<file path="src/rtl/txw_pkg.sv">
package txw_pkg;
  typedef enum logic [1:0] {PS_CMDA, PS_CMDB, PS_DATA, PS_EMIT} pstate_e;

  localparam int SZ_W  = 11;
  localparam int OFF_W = 5;
  localparam int PAD_W = 3;
  localparam int TAG_W = 16;

  typedef struct packed {
    logic             ioc;
    logic [1:0]       pmode;
    logic [OFF_W-1:0] off;
    logic             first;
    logic             last;
    logic [SZ_W-1:0]  size;
  } cmda_t;

  function automatic cmda_t decode_cmda(input logic [31:0] w);
    cmda_t c;
    c.ioc   = w[31];
    c.pmode = w[25:24];
    c.off   = w[20:16];
    c.first = w[13];
    c.last  = w[12];
    c.size  = w[10:0];
    return c;
  endfunction

  // Pad words needed so the data-word count meets the alignment mode.
  function automatic logic [PAD_W-1:0] pad_words(input logic [SZ_W-1:0] size,
                                                 input logic [OFF_W-1:0] off,
                                                 input logic [1:0] mode);
    logic [12:0] nw;
    logic [12:0] neg;
    nw  = ({2'b00, size} + {8'd0, off} + 13'd3) >> 2;
    neg = 13'd0 - nw;
    case (mode)
      2'd1:    return neg[2:0] & 3'b011;
      2'd2:    return neg[2:0];
      default: return '0;
    endcase
  endfunction
endpackage

</file>
<file path="src/rtl/txw_fifo.sv">
module txw_fifo #(
  parameter int W     = 32,
  parameter int DEPTH = 16
) (
  input  logic                         clk,
  input  logic                         rst_n,
  input  logic                         clr,
  input  logic                         push,
  input  logic [W-1:0]                 din,
  input  logic                         pop,
  output logic [W-1:0]                 dout,
  output logic [$clog2(DEPTH+1)-1:0]   count
);
  localparam int AW = (DEPTH > 1) ? $clog2(DEPTH) : 1;
  localparam int CW = $clog2(DEPTH+1);
  localparam logic [AW-1:0] LAST = AW'(DEPTH-1);

  logic [W-1:0]  mem [DEPTH];
  logic [AW-1:0] rd_q, rd_d, wr_q, wr_d;
  logic [CW-1:0] cnt_q, cnt_d;
  logic          do_push, do_pop;

  assign do_push = push && (cnt_q != CW'(DEPTH)) && !clr;
  assign do_pop  = pop && (cnt_q != '0) && !clr;

  always_comb begin
    rd_d  = rd_q;
    wr_d  = wr_q;
    cnt_d = cnt_q;
    if (clr) begin
      rd_d  = '0;
      wr_d  = '0;
      cnt_d = '0;
    end else begin
      if (do_push) wr_d = (wr_q == LAST) ? '0 : wr_q + 1'b1;
      if (do_pop)  rd_d = (rd_q == LAST) ? '0 : rd_q + 1'b1;
      case ({do_push, do_pop})
        2'b10:   cnt_d = cnt_q + 1'b1;
        2'b01:   cnt_d = cnt_q - 1'b1;
        default: cnt_d = cnt_q;
      endcase
    end
  end

  always_ff @(posedge clk or negedge rst_n) begin
    if (!rst_n) begin
      rd_q  <= '0;
      wr_q  <= '0;
      cnt_q <= '0;
    end else begin
      rd_q  <= rd_d;
      wr_q  <= wr_d;
      cnt_q <= cnt_d;
    end
  end

  always_ff @(posedge clk) begin
    if (do_push) mem[wr_q] <= din;
  end

  assign dout  = mem[rd_q];
  assign count = cnt_q;

  // occupancy never exceeds capacity
  p_count_bound_r12: assert property (@(posedge clk) disable iff (!rst_n)
    cnt_q <= CW'(DEPTH));
endmodule

</file>
<file path="src/rtl/txw_parser.sv">
module txw_parser (
  input  logic        clk,
  input  logic        rst_n,
  input  logic        dump,
  input  logic        word_valid,
  input  logic [31:0] word_data,
  output logic        word_pop,
  output logic        byte_valid,
  output logic [7:0]  byte_data,
  input  logic        byte_ready,
  output logic        fin,
  output logic        fin_last,
  output logic        fin_ioc,
  output logic [15:0] fin_tag
);
  import txw_pkg::*;

  pstate_e          st_q, st_d;
  cmda_t            ca_q, ca_d;
  logic [TAG_W-1:0] tag_q, tag_d;
  logic [SZ_W-1:0]  size_q, size_d;
  logic [OFF_W-1:0] off_q, off_d;
  logic [PAD_W-1:0] pad_q, pad_d;
  logic [31:0]      hold_q, hold_d;
  logic [1:0]       idx_q, idx_d;

  always_comb begin
    st_d     = st_q;
    ca_d     = ca_q;
    tag_d    = tag_q;
    size_d   = size_q;
    off_d    = off_q;
    pad_d    = pad_q;
    hold_d   = hold_q;
    idx_d    = idx_q;
    word_pop = 1'b0;
    fin      = 1'b0;
    case (st_q)
      PS_CMDA: if (word_valid) begin
        word_pop = 1'b1;
        ca_d     = decode_cmda(word_data);
        st_d     = PS_CMDB;
      end
      PS_CMDB: if (word_valid) begin
        word_pop = 1'b1;
        if (ca_q.first) begin
          tag_d  = word_data[31:16];
          size_d = ca_q.size;
          off_d  = ca_q.off;
          pad_d  = pad_words(ca_q.size, ca_q.off, ca_q.pmode);
        end
        st_d = PS_DATA;
      end
      PS_DATA: begin
        if (size_q == '0 && pad_q == '0) begin
          fin  = 1'b1;
          st_d = PS_CMDA;
        end else if (word_valid) begin
          word_pop = 1'b1;
          if (off_q >= OFF_W'(4)) begin
            off_d = off_q - OFF_W'(4);
          end else if (size_q == '0) begin
            pad_d = pad_q - 1'b1;
          end else begin
            hold_d = word_data;
            idx_d  = off_q[1:0];
            off_d  = '0;
            st_d   = PS_EMIT;
          end
        end
      end
      default: if (byte_ready) begin
        size_d = size_q - 1'b1;
        idx_d  = idx_q + 1'b1;
        if (idx_q == 2'd3 || size_q == SZ_W'(1)) st_d = PS_DATA;
      end
    endcase
    if (dump) begin
      st_d     = PS_CMDA;
      ca_d     = '1;
      word_pop = 1'b0;
      fin      = 1'b0;
    end
  end

  always_ff @(posedge clk or negedge rst_n) begin
    if (!rst_n) begin
      st_q   <= PS_CMDA;
      ca_q   <= '1;
      tag_q  <= '0;
      size_q <= '0;
      off_q  <= '0;
      pad_q  <= '0;
      hold_q <= '0;
      idx_q  <= '0;
    end else begin
      st_q   <= st_d;
      ca_q   <= ca_d;
      tag_q  <= tag_d;
      size_q <= size_d;
      off_q  <= off_d;
      pad_q  <= pad_d;
      hold_q <= hold_d;
      idx_q  <= idx_d;
    end
  end

  always_comb begin
    case (idx_q)
      2'd0:    byte_data = hold_q[7:0];
      2'd1:    byte_data = hold_q[15:8];
      2'd2:    byte_data = hold_q[23:16];
      default: byte_data = hold_q[31:24];
    endcase
  end

  assign byte_valid = (st_q == PS_EMIT);
  assign fin_last   = ca_q.last;
  assign fin_ioc    = ca_q.ioc;
  assign fin_tag    = tag_q;

  // a stalled byte is held
  p_hold_byte_r11: assert property (@(posedge clk) disable iff (!rst_n)
    byte_valid && !byte_ready && !dump |=> byte_valid && $stable(byte_data));
  // dump ends any byte in progress
  p_dump_idle_r10: assert property (@(posedge clk) disable iff (!rst_n)
    dump |=> !byte_valid);
  // completion returns to command parsing, never straight to output
  p_fin_leaves_r5: assert property (@(posedge clk) disable iff (!rst_n)
    fin |=> !byte_valid);
endmodule

</file>
<file path="src/rtl/tx_word_parser.sv">
module tx_word_parser #(
  parameter int DEPTH  = 16,
  parameter int SDEPTH = 4
) (
  input  logic                        clk,
  input  logic                        rst_n,
  input  logic                        wr_en,
  input  logic [31:0]                 wr_data,
  input  logic                        dump,
  output logic [$clog2(DEPTH+1)-1:0]  free_words,
  output logic                        byte_valid,
  output logic [7:0]                  byte_data,
  input  logic                        byte_ready,
  output logic                        frame_sent,
  output logic                        stat_valid,
  output logic [15:0]                 stat_tag,
  input  logic                        stat_pop,
  input  logic [2:0]                  flag_clr,
  output logic [2:0]                  flags
);
  localparam int CW  = $clog2(DEPTH+1);
  localparam int SCW = $clog2(SDEPTH+1);

  logic [1:0]     rs_q;
  logic           rst_q;
  logic [31:0]    wword;
  logic [CW-1:0]  wcount;
  logic [SCW-1:0] scount;
  logic           wpop, fin, fin_last, fin_ioc;
  logic [15:0]    fin_tag;
  logic           spush;
  logic [2:0]     flags_q, flags_d, fset;
  logic           sent_q;

  always_ff @(posedge clk or negedge rst_n) begin
    if (!rst_n) rs_q <= 2'b00;
    else        rs_q <= {rs_q[0], 1'b1};
  end
  assign rst_q = rs_q[1];

  txw_fifo #(.W(32), .DEPTH(DEPTH)) u_words (
    .clk(clk), .rst_n(rst_q), .clr(dump), .push(wr_en), .din(wr_data),
    .pop(wpop), .dout(wword), .count(wcount));

  txw_parser u_parse (
    .clk(clk), .rst_n(rst_q), .dump(dump),
    .word_valid(wcount != '0), .word_data(wword), .word_pop(wpop),
    .byte_valid(byte_valid), .byte_data(byte_data), .byte_ready(byte_ready),
    .fin(fin), .fin_last(fin_last), .fin_ioc(fin_ioc), .fin_tag(fin_tag));

  assign spush = fin && fin_last;

  txw_fifo #(.W(16), .DEPTH(SDEPTH)) u_stat (
    .clk(clk), .rst_n(rst_q), .clr(1'b0), .push(spush), .din(fin_tag),
    .pop(stat_pop), .dout(stat_tag), .count(scount));

  always_comb begin
    fset[0] = fin && fin_ioc;
    fset[1] = wr_en && (wcount == CW'(DEPTH)) && !dump;
    fset[2] = spush && (scount == SCW'(SDEPTH-1)) && !stat_pop;
    flags_d = (flags_q & ~flag_clr) | fset;
  end

  always_ff @(posedge clk or negedge rst_q) begin
    if (!rst_q) begin
      flags_q <= '0;
      sent_q  <= 1'b0;
    end else begin
      flags_q <= flags_d;
      sent_q  <= spush;
    end
  end

  assign flags      = flags_q;
  assign frame_sent = sent_q;
  assign stat_valid = (scount != '0);
  assign free_words = CW'(DEPTH) - wcount;

  // a write into a full FIFO raises the overflow flag
  p_ovf_flag_r8: assert property (@(posedge clk) disable iff (!rst_q)
    wr_en && (free_words == '0) && !dump |=> flags[1]);
  // a full status FIFO is reported
  p_stat_full_r9: assert property (@(posedge clk) disable iff (!rst_q)
    (scount == SCW'(SDEPTH)) && $changed(scount) |-> flags[2]);
endmodule

</file>
<file path="config.mk">
export PLATFORM = sky130hd
export DESIGN_NAME = tx_word_parser
export DESIGN_NICKNAME = d
export VERILOG_FILES = /design/src/rtl/txw_pkg.sv /design/src/rtl/txw_fifo.sv /design/src/rtl/txw_parser.sv /design/src/rtl/tx_word_parser.sv
export SDC_FILE = /design/constraint.sdc
export NUM_CORES = 1
export LEC_CHECK = 0
export BUFFER_PORTS_ARGS = -buffer_cell sky130_fd_sc_hd__buf_2
export CAP_MARGIN = 20
export CORE_ASPECT_RATIO = 0.6
export CORE_MARGIN = 4
export CORE_UTILIZATION = 54
export CTS_CLUSTER_DIAMETER = 40
export DETAILED_ROUTE_END_ITERATION = 7
export PLACE_DENSITY = 0.71
export SLEW_MARGIN = 10
export SYNTH_ARGS = -nofsm -noshare
export SYNTH_HDL_FRONTEND = slang
export SYNTH_HIERARCHICAL = 1
export SYNTH_SLANG_ARGS = --single-unit
</file>
<file path="constraint.sdc">
create_clock -name clk -period 4.1 [get_ports clk]
set_input_delay 0.41 -clock clk [delete_from_list [all_inputs] [get_ports clk]]
set_output_delay 0.41 -clock clk [all_outputs]
set_load 0.05 [all_outputs]
</file>
==> summary.md <==
| Metric | Value |
|---|---|
| Status | completed |
| Worst Setup End Kind | register |
| Startpoint types | register |
| Yosys warnings | 6 |
| Hold Fails Final Rpt | 0 |
| First-pass GRT wire length | 99.57 mm |
| CP bufs+invs | 3 |
| Reg power frac | 44.7% |
| Setup Skew | 18.64 ps |
| Synth Area per Inst | 16.84 um2 |
| Area share of the largest cell type after synthesis | 60.17% |
| Largest area contributor in the netlist | edfxtp_1 |
| Fin Setup TNS | 0 ps |
| Data arrival time of the worst path | 4080 ps |
| NetSw | 0.005806 W |
| Maximum vdd drop | 0.0003960 V |
| Clock buffer depth | 3 |
| Clock Sinks | 694 |
| Fmax achieved | 0.2773 GHz |
| Core Region | 52620 um2 |
| Gate power share | 23.6% |
| Switching share of total power | 29.63% |
| CTS Root Cell | clkbuf_16 |
| Grt total ovfl | 0 |
| CP Class | reg -> reg |
| CP cell instances | inv_1 > ha_1 > inv_1 > nor4_1 > and2_4 > inv_2 > nor2_1 > nor3_1 > fa_1 > a31oi_1 > nor4_1 |
| Iter 0 DRT Violations | 1785 |
| Final net count | 1890 |
| Layout cells sized above 1 | 23.56% |
| Synth Cell Area | 28750 um2 |
| Via/cell ratio | 6.260 |
| Area grow syn2layout | 12.70% |
| # IOs | 76 |
| Ys flop type | edfxtp_1 |
| Row count | 65 |
| CP Max Fanout | 14 |
| Starting density of the core | 54.63% |
| Pin count of the biggest net entering global routing | 60 |
| Clock latency on the worst-skew pair | 600 ps |
| Clock power frac | 31.8% |
| Final Cycle Share | 87.95% |
| Worst hold path class | in -> async |
| Commonest non-fill, non-tap cells in the layout | edfxtp_1, mux2i_1, o21ai_0, dfrtp_1, mux2_2 |
| RSZ-0062 raised after global routing | no |
| Die X | 305.9 um |
| Initial antenna violation count | 7 |
| Worst Max-Slew Pin Slew | 875.9 ps |
| Netlist cell types | 85 |
| WL/cell | 25.33 um |
| Gr usage total | 22.84% |
| Vias in the first global route | 16040 |
| Sequential share of the synthesized area | 70.53% |
| Rel. slew slack | 41.61% |
| Int Power | 0.01379 W |
| Final HPWL DP | 39.18 mm |
| Maximum capacitance violations | 0 |
| Cell family contributing the most delay on the critical path | simple AND/OR/NAND/NOR gates |
| DRT antenna net count | 0 |
| Min Clock Period, post-route | 3606 ps |
| Slowest Stage Delay on Critical Path | 630 ps |
| Critical path's slowest cell | nor4_1 |
| Die area | 57110 um2 |
| Syn nets | 1790 |
| Worst-path clk slew | 60 ps |
| CTS tree | built |
| Mapped Cells | 1707 |
| CTS H-tree depth | 3 |
| Final Slew Violations | 0 |
| Static Leak | 11.03 nW |
| Synth top area cells | edfxtp_1, dfrtp_1, mux4_2, mux2i_1, mux2_2 |
| Critical path data required time | 4580 ps |
| Asr flop ratio synth | 17.00% |
| # DRC | 0 |
| Post_cts resized | 0 |
| Most common cell after layout, fill and taps aside | edfxtp_1 |
| # port buffers | 75 |
| Routed vias | 16020 |
| PD cells | 604.9 nW/um2 |
| Total wire length | 64.82 mm |
| Die height | 186.7 um |
| Routability cong. | 0.8512 |
| Pre-antenna DRT Iters | 6 |
| Total power | 0.01960 W |
| Post-synth EDFFs | 576 |
| Final setup vio count | 0 |
| CTS buffer count | 67 |
| Register bit total from synthesis | 694 |
## metal layers
metal,track usage [%],vias to the layer above,wire [um]
met5,0,-,46
met4,5.476,6,1458
met3,5.037,106,5212
met2,33.22,609,28710
met1,35.55,8333,29390
li1,-,6965,-
## stage by stage
step           utilization, %  cells  setup slack (ps)  hold WS [ps]  instance area (um2)
2_1_floorplan               -   1707             36.01         114.4                28770
5_1_grt                 61.57   2559             134.5         144.8                32400
4_1_cts                 61.54   2557             481.7         109.0                32380
6_report                61.57   2559             494.1         131.1                32400
3_5_place_dp            57.26   2437             551.6         197.3                30130
3_3_place_gp            57.26   2437             642.4         195.6                30130
## kinds of logic after synthesis
logic type,count (synthesis),share of synthesized area [%]
other,2,0.02612
adders and majority gates,42,1.906
xor gates and xnor gates,12,0.3656
muxes,270,13.34
and+or+nand+nor,235,4.304
buffers and inverters,143,2.298
AOI/OAI and AO/OA,309,7.234
DFF,694,70.53
## worst reg2reg max path: cells and delay by family (launching register included)
kind	cells	cell delay [ps]
DFF	1	410
buffers and inverters	3	570
AOI/OAI and AO/OA	1	80
and+or+nand+nor	5	1430
adders and majority gates	2	1000
## power by group through the flow
stage / sequential (W) / clock (W) / combinational, W
2_1_floorplan: 0.00869 / 0 / 0.00353
3_3_place_gp: 0.00886 / 0 / 0.00449
3_5_place_dp: 0.00889 / 0 / 0.00458
4_1_cts: 0.00875 / 0.00634 / 0.00462
5_1_grt: 0.00882 / 0.00666 / 0.00500
6_report: 0.00876 / 0.00623 / 0.00462
## Yosys cell counts, drive strengths merged (5+ instances only)
library cell	count
a22oi	40
or3	6
o21ai	101
edfxtp	576
nand2b	11
a222oi	8
inv	45
clkbuf	53
a31oi	7
and2	9
nor3	14
dfrtp	97
mux2	80
ha	39
o22ai	5
nor3b	5
xnor2	8
nor2	57
mux4	80
mux2i	110
nand3b	6
nand2	68
a211o	22
a221oi	33
buf	45
nand3	8
nor4	10
dfstp	21
and3	23
a21oi	58
## cell type report
class	instances	area, um2
sequential	694	20290
fill	3685	20220
multi-input combinational	870	7955
clock buffer	90	1868
timing repair buffer	129	883.3
tap	703	879.6
clock inverter	27	351.6
inverter	45	168.9
antenna	1	2.502
## sequential cells by signal, indices dropped and copies added (netlist names)
register,count
u_parse/fin_tag,16
u_stat/wr_q,2
u_parse/fin_ioc,1
u_parse/off_q,5
u_parse/pad_q,3
u_parse/hold_q,32
u_parse/size_q,11
u_stat/rd_q,2
u_words/rd_q,4
u_parse/idx_q,2
flags,3
u_parse/ca_q,19
frame_sent,1
rs_q,2
u_parse/fin_last,1
u_stat/count,3
u_words/wr_q,4
u_words/mem,512
u_stat/mem,64
u_parse/st_q,2
u_words/count,5
## final timing paths
check | start | endpoint | slack, ps | depth (start not counted)
max reg2reg | u_parse/st_q[0] | u_stat/count[1] | 490 | 11
min in group clk | flag_clr[2] | flags[2] | 150 | 3
max | u_parse/st_q[0] | u_stat/count[1] | 490 | 11
min | rst_n | rs_q[0] | 130 | 2
min reg2reg | rs_q[0] | rs_q[1] | 350 | 0
max in group asynchronous | rs_q[1] | u_parse/fin_last | 2780 | 1
## timing repair
item,4_1_cts,5_1_grt
endpoints found under the hold margin,4,0
setup buffers,0,0
hold buffers,3,0
No activity file was read; power rests on OpenSTA's default activity.
